## config.mk

```make
export PLATFORM = sky130hd
export DESIGN_NAME = ipc_mailbox
export DESIGN_NICKNAME = d
export VERILOG_FILES = /design/src/rtl/ipc_mailbox_pkg.sv /design/src/rtl/ipc_lane.sv /design/src/rtl/ipc_port.sv /design/src/rtl/ipc_mailbox.sv
export SDC_FILE = /design/constraint.sdc
export NUM_CORES = 1
export LEC_CHECK = 0
export BUFFER_PORTS_ARGS = -buffer_cell sky130_fd_sc_hd__buf_2
export CAP_MARGIN = 10
export CORE_MARGIN = 4
export CORE_UTILIZATION = 65
export DETAILED_ROUTE_END_ITERATION = 16
export PLACE_DENSITY = 0.85
export RECOVER_POWER = 50
export SLEW_MARGIN = 20
export SYNTH_ARGS = -nofsm -noshare
export SYNTH_HDL_FRONTEND = slang
export SYNTH_HIERARCHICAL = 1
export SYNTH_SLANG_ARGS = --single-unit
```

## constraint.sdc

```tcl
create_clock -name clk -period 3.4 [get_ports clk]
set_clock_uncertainty 0.15 [all_clocks]
set_input_delay 0.68 -clock clk [delete_from_list [all_inputs] [get_ports clk]]
set_output_delay 0.68 -clock clk [all_outputs]
set_load 0.02 [all_outputs]
```

## src/rtl/ipc_mailbox_pkg.sv

```systemverilog
package ipc_mailbox_pkg;

    localparam int NUM_CH = 4;
    localparam int DATA_W = 32;
    localparam int FLAG_W = 3;
    localparam int ADDR_W = 4;
    localparam int PM_W   = 2;

    // register map
    localparam logic [ADDR_W-1:0] ADR_CTRL = 4'd0;
    localparam logic [ADDR_W-1:0] ADR_STAT = 4'd1;
    localparam logic [ADDR_W-1:0] ADR_TX0  = 4'd2;
    localparam logic [ADDR_W-1:0] ADR_RX0  = ADR_TX0 + ADDR_W'(NUM_CH);

    // bit positions, index 0 at the msb of each group
    localparam int GIP_MSB = 31;
    localparam int RXF_MSB = 27;
    localparam int TXE_MSB = 23;
    localparam int GIR_MSB = 19;
    localparam int FUP_BIT = 3;
    localparam int PM_LSB  = 4;
    localparam int EP_BIT  = 6;

    typedef enum logic [PM_W-1:0] {
        PWR_RUN   = 2'd0,
        PWR_WAIT  = 2'd1,
        PWR_STOP  = 2'd2,
        PWR_DEEP  = 2'd3
    } pwr_state_e;

endpackage

```

## src/rtl/ipc_lane.sv

```systemverilog
// One direction of the mailbox: sender side writes, receiver side consumes.
module ipc_lane
    import ipc_mailbox_pkg::*;
#(
    parameter int N  = NUM_CH,
    parameter int DW = DATA_W,
    parameter int FW = FLAG_W
) (
    input  logic                  clk,
    input  logic                  rst_n,
    input  logic [N-1:0]          snd_wr,
    input  logic [DW-1:0]         snd_data,
    input  logic [N-1:0]          snd_trig,
    input  logic                  snd_flag_wr,
    input  logic [FW-1:0]         snd_flag_val,
    input  logic [N-1:0]          rcv_rd,
    input  logic [N-1:0]          rcv_clr,
    output logic [N-1:0][DW-1:0]  words,
    output logic [N-1:0]          full,
    output logic [N-1:0]          req,
    output logic [FW-1:0]         stage,
    output logic                  fup,
    output logic [FW-1:0]         flags
);

    typedef struct packed {
        logic [N-1:0][DW-1:0] data;
        logic [N-1:0]         full;
        logic [N-1:0]         req;
        logic [FW-1:0]        stage;
        logic                 fup;
        logic [FW-1:0]        flags;
    } lane_t;

    lane_t st_d, st_q;

    always_comb begin
        st_d = st_q;
        for (int i = 0; i < N; i++) begin
            // slot handshake: consume drains, accepted send fills
            if (rcv_rd[i]) begin
                st_d.full[i] = 1'b0;
            end
            if (snd_wr[i] && !st_q.full[i]) begin
                st_d.data[i] = snd_data;
                st_d.full[i] = 1'b1;
            end
            // request line: set only when idle, dropped by far acknowledge
            if (st_q.req[i]) begin
                if (rcv_clr[i]) begin
                    st_d.req[i] = 1'b0;
                end
            end else if (snd_trig[i]) begin
                st_d.req[i] = 1'b1;
            end
        end
        // flag transfer: one cycle in flight
        if (st_q.fup) begin
            st_d.flags = st_q.stage;
            st_d.fup   = 1'b0;
        end else if (snd_flag_wr) begin
            st_d.stage = snd_flag_val;
            st_d.fup   = 1'b1;
        end
    end

    always_ff @(posedge clk or negedge rst_n) begin
        if (!rst_n) begin
            st_q <= '0;
        end else begin
            st_q <= st_d;
        end
    end

    assign words = st_q.data;
    assign full  = st_q.full;
    assign req   = st_q.req;
    assign stage = st_q.stage;
    assign fup   = st_q.fup;
    assign flags = st_q.flags;

endmodule

```

## src/rtl/ipc_port.sv

```systemverilog
// Register port of one side: decode, enables, read mux and interrupt.
module ipc_port
    import ipc_mailbox_pkg::*;
#(
    parameter int N  = NUM_CH,
    parameter int DW = DATA_W,
    parameter int FW = FLAG_W,
    parameter int AW = ADDR_W
) (
    input  logic                  clk,
    input  logic                  rst_n,
    input  logic                  wr,
    input  logic                  rd,
    input  logic [AW-1:0]         addr,
    input  logic [DW-1:0]         wdata,
    output logic [DW-1:0]         rdata,
    output logic                  irq,
    input  logic [PM_W-1:0]       far_pm,
    // outgoing lane
    input  logic [N-1:0][DW-1:0]  tx_words,
    input  logic [N-1:0]          tx_full,
    input  logic [N-1:0]          tx_req,
    input  logic [FW-1:0]         tx_stage,
    input  logic                  tx_fup,
    output logic [N-1:0]          snd_wr,
    output logic [DW-1:0]         snd_data,
    output logic [N-1:0]          snd_trig,
    output logic                  snd_flag_wr,
    output logic [FW-1:0]         snd_flag_val,
    // incoming lane
    input  logic [N-1:0][DW-1:0]  rx_words,
    input  logic [N-1:0]          rx_full,
    input  logic [N-1:0]          rx_req,
    input  logic [FW-1:0]         rx_flags,
    output logic [N-1:0]          rcv_rd,
    output logic [N-1:0]          rcv_clr
);

    typedef struct packed {
        logic [N-1:0] gie;
        logic [N-1:0] rie;
        logic [N-1:0] tie;
    } en_t;

    en_t en_d, en_q;

    logic          hit_ctrl_w;
    logic          hit_stat_w;
    logic [DW-1:0] ctrl_view;
    logic [DW-1:0] stat_view;
    logic [N-1:0]  tx_empty;

    always_comb begin
        en_d         = en_q;
        hit_ctrl_w   = wr && (addr == ADR_CTRL);
        hit_stat_w   = wr && (addr == ADR_STAT);
        snd_data     = wdata;
        snd_flag_wr  = hit_ctrl_w;
        snd_flag_val = wdata[FW-1:0];
        snd_wr       = '0;
        snd_trig     = '0;
        rcv_rd       = '0;
        rcv_clr      = '0;
        tx_empty     = ~tx_full;
        ctrl_view    = '0;
        stat_view    = '0;
        irq          = 1'b0;

        for (int i = 0; i < N; i++) begin
            snd_wr[i]  = wr && (addr == AW'(ADR_TX0 + AW'(i)));
            rcv_rd[i]  = rd && (addr == AW'(ADR_RX0 + AW'(i)));
            rcv_clr[i] = hit_stat_w && wdata[GIP_MSB - i];
            if (hit_ctrl_w) begin
                en_d.gie[i] = wdata[GIP_MSB - i];
                en_d.rie[i] = wdata[RXF_MSB - i];
                en_d.tie[i] = wdata[TXE_MSB - i];
                snd_trig[i] = wdata[GIR_MSB - i];
            end

            ctrl_view[GIP_MSB - i] = en_q.gie[i];
            ctrl_view[RXF_MSB - i] = en_q.rie[i];
            ctrl_view[TXE_MSB - i] = en_q.tie[i];
            ctrl_view[GIR_MSB - i] = tx_req[i];

            stat_view[GIP_MSB - i] = rx_req[i];
            stat_view[RXF_MSB - i] = rx_full[i];
            stat_view[TXE_MSB - i] = tx_empty[i];

            irq = irq | (rx_req[i] & en_q.gie[i])
                      | (rx_full[i] & en_q.rie[i])
                      | (tx_empty[i] & en_q.tie[i]);
        end

        ctrl_view[FW-1:0]              = tx_stage;
        stat_view[FW-1:0]              = rx_flags;
        stat_view[FUP_BIT]             = tx_fup;
        stat_view[PM_LSB +: PM_W]      = far_pm;
        stat_view[EP_BIT]              = tx_fup | (|tx_req);

        rdata = '0;
        if (addr == ADR_CTRL) begin
            rdata = ctrl_view;
        end else if (addr == ADR_STAT) begin
            rdata = stat_view;
        end
        for (int i = 0; i < N; i++) begin
            if (addr == AW'(ADR_TX0 + AW'(i))) begin
                rdata = tx_words[i];
            end
            if (addr == AW'(ADR_RX0 + AW'(i))) begin
                rdata = rx_words[i];
            end
        end
    end

    always_ff @(posedge clk or negedge rst_n) begin
        if (!rst_n) begin
            en_q <= '0;
        end else begin
            en_q <= en_d;
        end
    end

endmodule

```

## src/rtl/ipc_mailbox.sv

```systemverilog
module ipc_mailbox
    import ipc_mailbox_pkg::*;
#(
    parameter int N  = NUM_CH,
    parameter int DW = DATA_W,
    parameter int FW = FLAG_W,
    parameter int AW = ADDR_W
) (
    input  logic            clk,
    input  logic            rst_n,
    input  logic            a_wr,
    input  logic            a_rd,
    input  logic [AW-1:0]   a_addr,
    input  logic [DW-1:0]   a_wdata,
    output logic [DW-1:0]   a_rdata,
    input  logic [PM_W-1:0] a_pm,
    output logic            a_irq,
    input  logic            b_wr,
    input  logic            b_rd,
    input  logic [AW-1:0]   b_addr,
    input  logic [DW-1:0]   b_wdata,
    output logic [DW-1:0]   b_rdata,
    input  logic [PM_W-1:0] b_pm,
    output logic            b_irq
);

    localparam int SIDES = 2;

    // per side (index 0 = A, 1 = B)
    logic [SIDES-1:0]      wr_s, rd_s, irq_s;
    logic [AW-1:0]         addr_s  [SIDES];
    logic [DW-1:0]         wdata_s [SIDES];
    logic [DW-1:0]         rdata_s [SIDES];
    logic [PM_W-1:0]       pm_s    [SIDES];

    // per lane (index = sending side)
    logic [N-1:0][DW-1:0]  lane_words [SIDES];
    logic [N-1:0]          lane_full  [SIDES];
    logic [N-1:0]          lane_req   [SIDES];
    logic [FW-1:0]         lane_stage [SIDES];
    logic [SIDES-1:0]      lane_fup;
    logic [FW-1:0]         lane_flags [SIDES];
    logic [N-1:0]          snd_wr     [SIDES];
    logic [DW-1:0]         snd_data   [SIDES];
    logic [N-1:0]          snd_trig   [SIDES];
    logic [SIDES-1:0]      snd_flag_wr;
    logic [FW-1:0]         snd_flag_val [SIDES];
    // produced by receiving side s, consumed by lane 1-s
    logic [N-1:0]          rcv_rd     [SIDES];
    logic [N-1:0]          rcv_clr    [SIDES];

    assign wr_s       = {b_wr, a_wr};
    assign rd_s       = {b_rd, a_rd};
    assign addr_s[0]  = a_addr;
    assign addr_s[1]  = b_addr;
    assign wdata_s[0] = a_wdata;
    assign wdata_s[1] = b_wdata;
    assign pm_s[0]    = a_pm;
    assign pm_s[1]    = b_pm;
    assign a_rdata    = rdata_s[0];
    assign b_rdata    = rdata_s[1];
    assign a_irq      = irq_s[0];
    assign b_irq      = irq_s[1];

    for (genvar s = 0; s < SIDES; s++) begin : g_side
        localparam int FAR = SIDES - 1 - s;

        ipc_lane #(.N(N), .DW(DW), .FW(FW)) u_lane (
            .clk          (clk),
            .rst_n        (rst_n),
            .snd_wr       (snd_wr[s]),
            .snd_data     (snd_data[s]),
            .snd_trig     (snd_trig[s]),
            .snd_flag_wr  (snd_flag_wr[s]),
            .snd_flag_val (snd_flag_val[s]),
            .rcv_rd       (rcv_rd[FAR]),
            .rcv_clr      (rcv_clr[FAR]),
            .words        (lane_words[s]),
            .full         (lane_full[s]),
            .req          (lane_req[s]),
            .stage        (lane_stage[s]),
            .fup          (lane_fup[s]),
            .flags        (lane_flags[s])
        );

        ipc_port #(.N(N), .DW(DW), .FW(FW), .AW(AW)) u_port (
            .clk          (clk),
            .rst_n        (rst_n),
            .wr           (wr_s[s]),
            .rd           (rd_s[s]),
            .addr         (addr_s[s]),
            .wdata        (wdata_s[s]),
            .rdata        (rdata_s[s]),
            .irq          (irq_s[s]),
            .far_pm       (pm_s[FAR]),
            .tx_words     (lane_words[s]),
            .tx_full      (lane_full[s]),
            .tx_req       (lane_req[s]),
            .tx_stage     (lane_stage[s]),
            .tx_fup       (lane_fup[s]),
            .snd_wr       (snd_wr[s]),
            .snd_data     (snd_data[s]),
            .snd_trig     (snd_trig[s]),
            .snd_flag_wr  (snd_flag_wr[s]),
            .snd_flag_val (snd_flag_val[s]),
            .rx_words     (lane_words[FAR]),
            .rx_full      (lane_full[FAR]),
            .rx_req       (lane_req[FAR]),
            .rx_flags     (lane_flags[FAR]),
            .rcv_rd       (rcv_rd[s]),
            .rcv_clr      (rcv_clr[s])
        );
    end

endmodule

```

==> flow_metrics.env <==
export IMPL_status="complete, but fails checks"
export IMPL_violations="capacitance limit, slew limit"
export IMPL_arrival_ps=2540
export IMPL_grt_antenna_before_repair=2
export IMPL_port_buffers=147
export IMPL_post_cts_buffers=0
export IMPL_fin_crit_sh=0.9912
export IMPL_p_comb_frac=0.250
export IMPL_worstSetupStartpointType="input port"
export IMPL_synth_warning_count=6
export IMPL_cp_buffers_inverters=3
export IMPL_final_hold_violation_count=0
export IMPL_design_core_area_sq_um=27930
export IMPL_syn_to_final_growth_pct=11.53
export IMPL_grt_pass1_vias=16000
export IMPL_critPathMaxFanout=17
export IMPL_leakage_nw=10.11
export IMPL_drive_gt1_frac=0.3612
export IMPL_wl_per_cell_microns=29.69
export IMPL_cts_hold_buf=0
export IMPL_worstPathCellList="buf_2 > nand2b_1 > buf_4 > nor3_1 > a221oi_1 > o21ai_1 > a221o_1 > buf_2"
export IMPL_grt_use_total=0.4075
export IMPL_drcViolationCount=0
export IMPL_rows=61
export IMPL_cp_slowest_cell="nand2b_1"
export IMPL_die_w_microns=176.8
export IMPL_max_freq_ghz=0.2967
export IMPL_syn_area_per_cell_sq_um=11.28
export IMPL_synth_cell_types=56
export IMPL_design_area_sq_um=20660
export IMPL_dr_pass1_iters=8
export IMPL_swShare=0.3086
export IMPL_intPower_mw=9.025
export IMPL_grt_pass1_wl_mm=97.30
export IMPL_wl_mm=64.52
export IMPL_initial_utilization=0.6631
export IMPL_syn_area_sq_um=18520
export IMPL_drv_cap=3
export IMPL_die_area_sq_um=31260
export IMPL_slew_limit_headroom=-0.4816
export IMPL_worstMarginPinSlew_ps=2222
export IMPL_synth_flop_cell="dfrtp_1"
export IMPL_max_clock_path_buffers=3
export IMPL_worstSetupEndpointType="output port"
export IMPL_crit_required_ps=2570
export IMPL_synth_edf_count=0
export IMPL_setup_violations=0
export IMPL_drtIter0Drc=2444
export IMPL_synthCells=1642
export IMPL_slew_violations=115
export IMPL_p_switching_mw=4.027
export IMPL_path_class="input port to output port"
export IMPL_syn_nets=1724
export IMPL_finalCriticalPeriod_ps=3370
export IMPL_yosys_area_top_type="dfrtp_1"
export IMPL_power_clock_fraction=0.312
export IMPL_clk_pin_slew_ps=60
export IMPL_cp_common_cell="buf_2"
export IMPL_dpl_hpwl_mm=44.02
export IMPL_max_stage_delay_ps=380
export IMPL_place_congestion=1.094
export IMPL_postRouteAntennaNets=0
export IMPL_synth_seq_cells=310
export IMPL_pin_count=148
export IMPL_die_h_microns=176.8
export IMPL_nNetsFinal=1854
export IMPL_synthTopCellsByArea="dfrtp_1, mux2_4, mux2_2, buf_4, nand2_1"
export IMPL_grt_ovfl_total=0
export IMPL_ctsRootBufferMaster="clkbuf_16"
export IMPL_clock_latency_ps=510
export IMPL_cts_buffers=35
export IMPL_vias=15650
export IMPL_seqPwrFrac=0.439
export IMPL_hold_path_class="input port to flop"
export IMPL_htreeDepth=2
export IMPL_viasPerCell=7.200
export IMPL_cts_tree="done"
export IMPL_cts_sinks=310
export IMPL_seq_area_frac_synth=0.4188
export IMPL_ir_drop_v=0.0004137
export IMPL_power_density_nw_per_um2=631.8
export IMPL_synth_top_area_share=0.4188
export IMPL_async_flop_share=1.000
export IMPL_path_delay_family="compound AO/OA/AOI/OAI gates"
export IMPL_rsz0062_at_grt="no"
export IMPL_place_area_sq_um=19520
export IMPL_setup_tns_ps=0
export IMPL_grt_max_degree=81
layout make-up:
cell class / count / area [sq um]
Fill cell: 1897 / 7276
Tap cell: 378 / 473.0
Clock inverter: 11 / 215.2
Inverter: 34 / 127.6
Timing Repair Buffer: 275 / 1817
Sequential cell: 310 / 7757
Clock buffer: 48 / 1007
Multi-Input combinational cell: 1116 / 9259
Antenna cell: 1 / 2.502
stage by stage:
step	hold WS, ps	setup slack [ps]	utilization	power [mW]	std cells
after floorplan	234.4	530.0	-	7.754	1642
after global placement	332.6	102.1	0.6988	8.705	2113
after detailed placement	336.5	74.17	0.6988	8.863	2113
after CTS	36.00	61.43	0.7426	12.95	2172
after global routing	286.7	14.96	0.7395	13.49	2172
final	288.0	30.04	0.7395	13.05	2173
repair_timing:
action                     in CTS  in global routing
hold endpoints to repair        0                  0
resized for setup               0                  2
setup endpoints to repair       0                  7
kinds of logic after synthesis:
kind of cell	Yosys count	synth area share
compound gates	404	0.1455
mux	358	0.2632
simple gates	354	0.09092
flops	310	0.4188
buf+inv	216	0.08160
layout by cell type, fill, tap and decap left out, types with 13 or more instances in the layout:
cell         n
inv_1       33
mux2i_1     58
mux2_2      64
buf_2      146
nor2_1      75
a221oi_1    42
and2_1      20
dfrtp_1    310
nand2b_1    13
nor3_1      26
clkbuf_1    13
a21oi_1     52
a22oi_1     30
mux2_4     232
nand2_1    156
clkbuf_16   37
buf_4      102
o22ai_1     56
o21ai_0    108
a32oi_1     14
worst min-delay path: stages:
cell and delay, ps:
buf_2 130, nand2_1 60, nand2_1 40
state kept, by name, indices dropped and copies added (netlist names):
| signal | flops |
|---|---|
| g_side.u_lane/words | 256 |
| g_side.u_port/ctrl_view | 24 |
| g_side.u_lane/full | 8 |
| g_side.u_lane/req | 8 |
| g_side.u_lane/flags | 6 |
| g_side.u_lane/stage | 6 |
| g_side.u_lane/fup | 2 |
final timing paths:
kind,startpoint,end,slack (ps),cells after the start
worst max-delay path,b_addr[3],b_rdata[8],30,8
worst min-delay path,b_wdata[23],g_side[1].u_port/ctrl_view[23]$_DFFE_PN0P_,290,3
worst max register to register,g_side[0].u_lane/full[0]$_DFFE_PN0P_,g_side[0].u_lane/words[10]$_DFFE_PN0P_,860,3
worst min register to register,g_side[0].u_lane/flags[1]$_DFFE_PN0P_,g_side[0].u_lane/flags[1]$_DFFE_PN0P_,360,1
max in group asynchronous,rst_n,g_side[0].u_lane/full[0]$_DFFE_PN0P_,520,2
min in group asynchronous,rst_n,g_side[0].u_lane/words[71]$_DFFE_PN0P_,670,1
routing by layer:
metal | GRT usage | vias up | part of all wire
met5 | 0 | - | 0.00033
met4 | 0.2531 | 4 | 0.080
met3 | 0.09977 | 413 | 0.12
met2 | 0.6243 | 1430 | 0.44
met1 | 0.5234 | 7599 | 0.36
li1 | - | 6199 | -
cells in the mapped netlist (all sizes together) (4+ instances only):
master / count
nor2: 86
and2: 20
o21ai: 120
o21a: 4
inv: 34
clkbuf: 16
o311ai: 4
nand3: 12
a22oi: 30
dfrtp: 310
nand2: 156
mux2: 296
nor2b: 12
o22ai: 56
a221oi: 42
a32oi: 14
o2bb2ai: 4
mux4: 4
a22o: 10
and2b: 4
nand2b: 20
a222oi: 10
a21oi: 54
or3: 4
buf: 166
o32ai: 4
and3: 8
nor3: 26
mux2i: 58
a221o: 10
a21boi: 12
a31oi: 8
o221ai: 6
power groups by stage:
stage	clock [mW]	combinational (mW)	sequential [mW]
after floorplan	0	2.45	5.30
after global placement	0	3.07	5.64
after detailed placement	0	3.18	5.68
after CTS	4.08	3.22	5.65
after global routing	4.25	3.44	5.79
final	4.07	3.26	5.72
(Power assumes the default switching activity.)
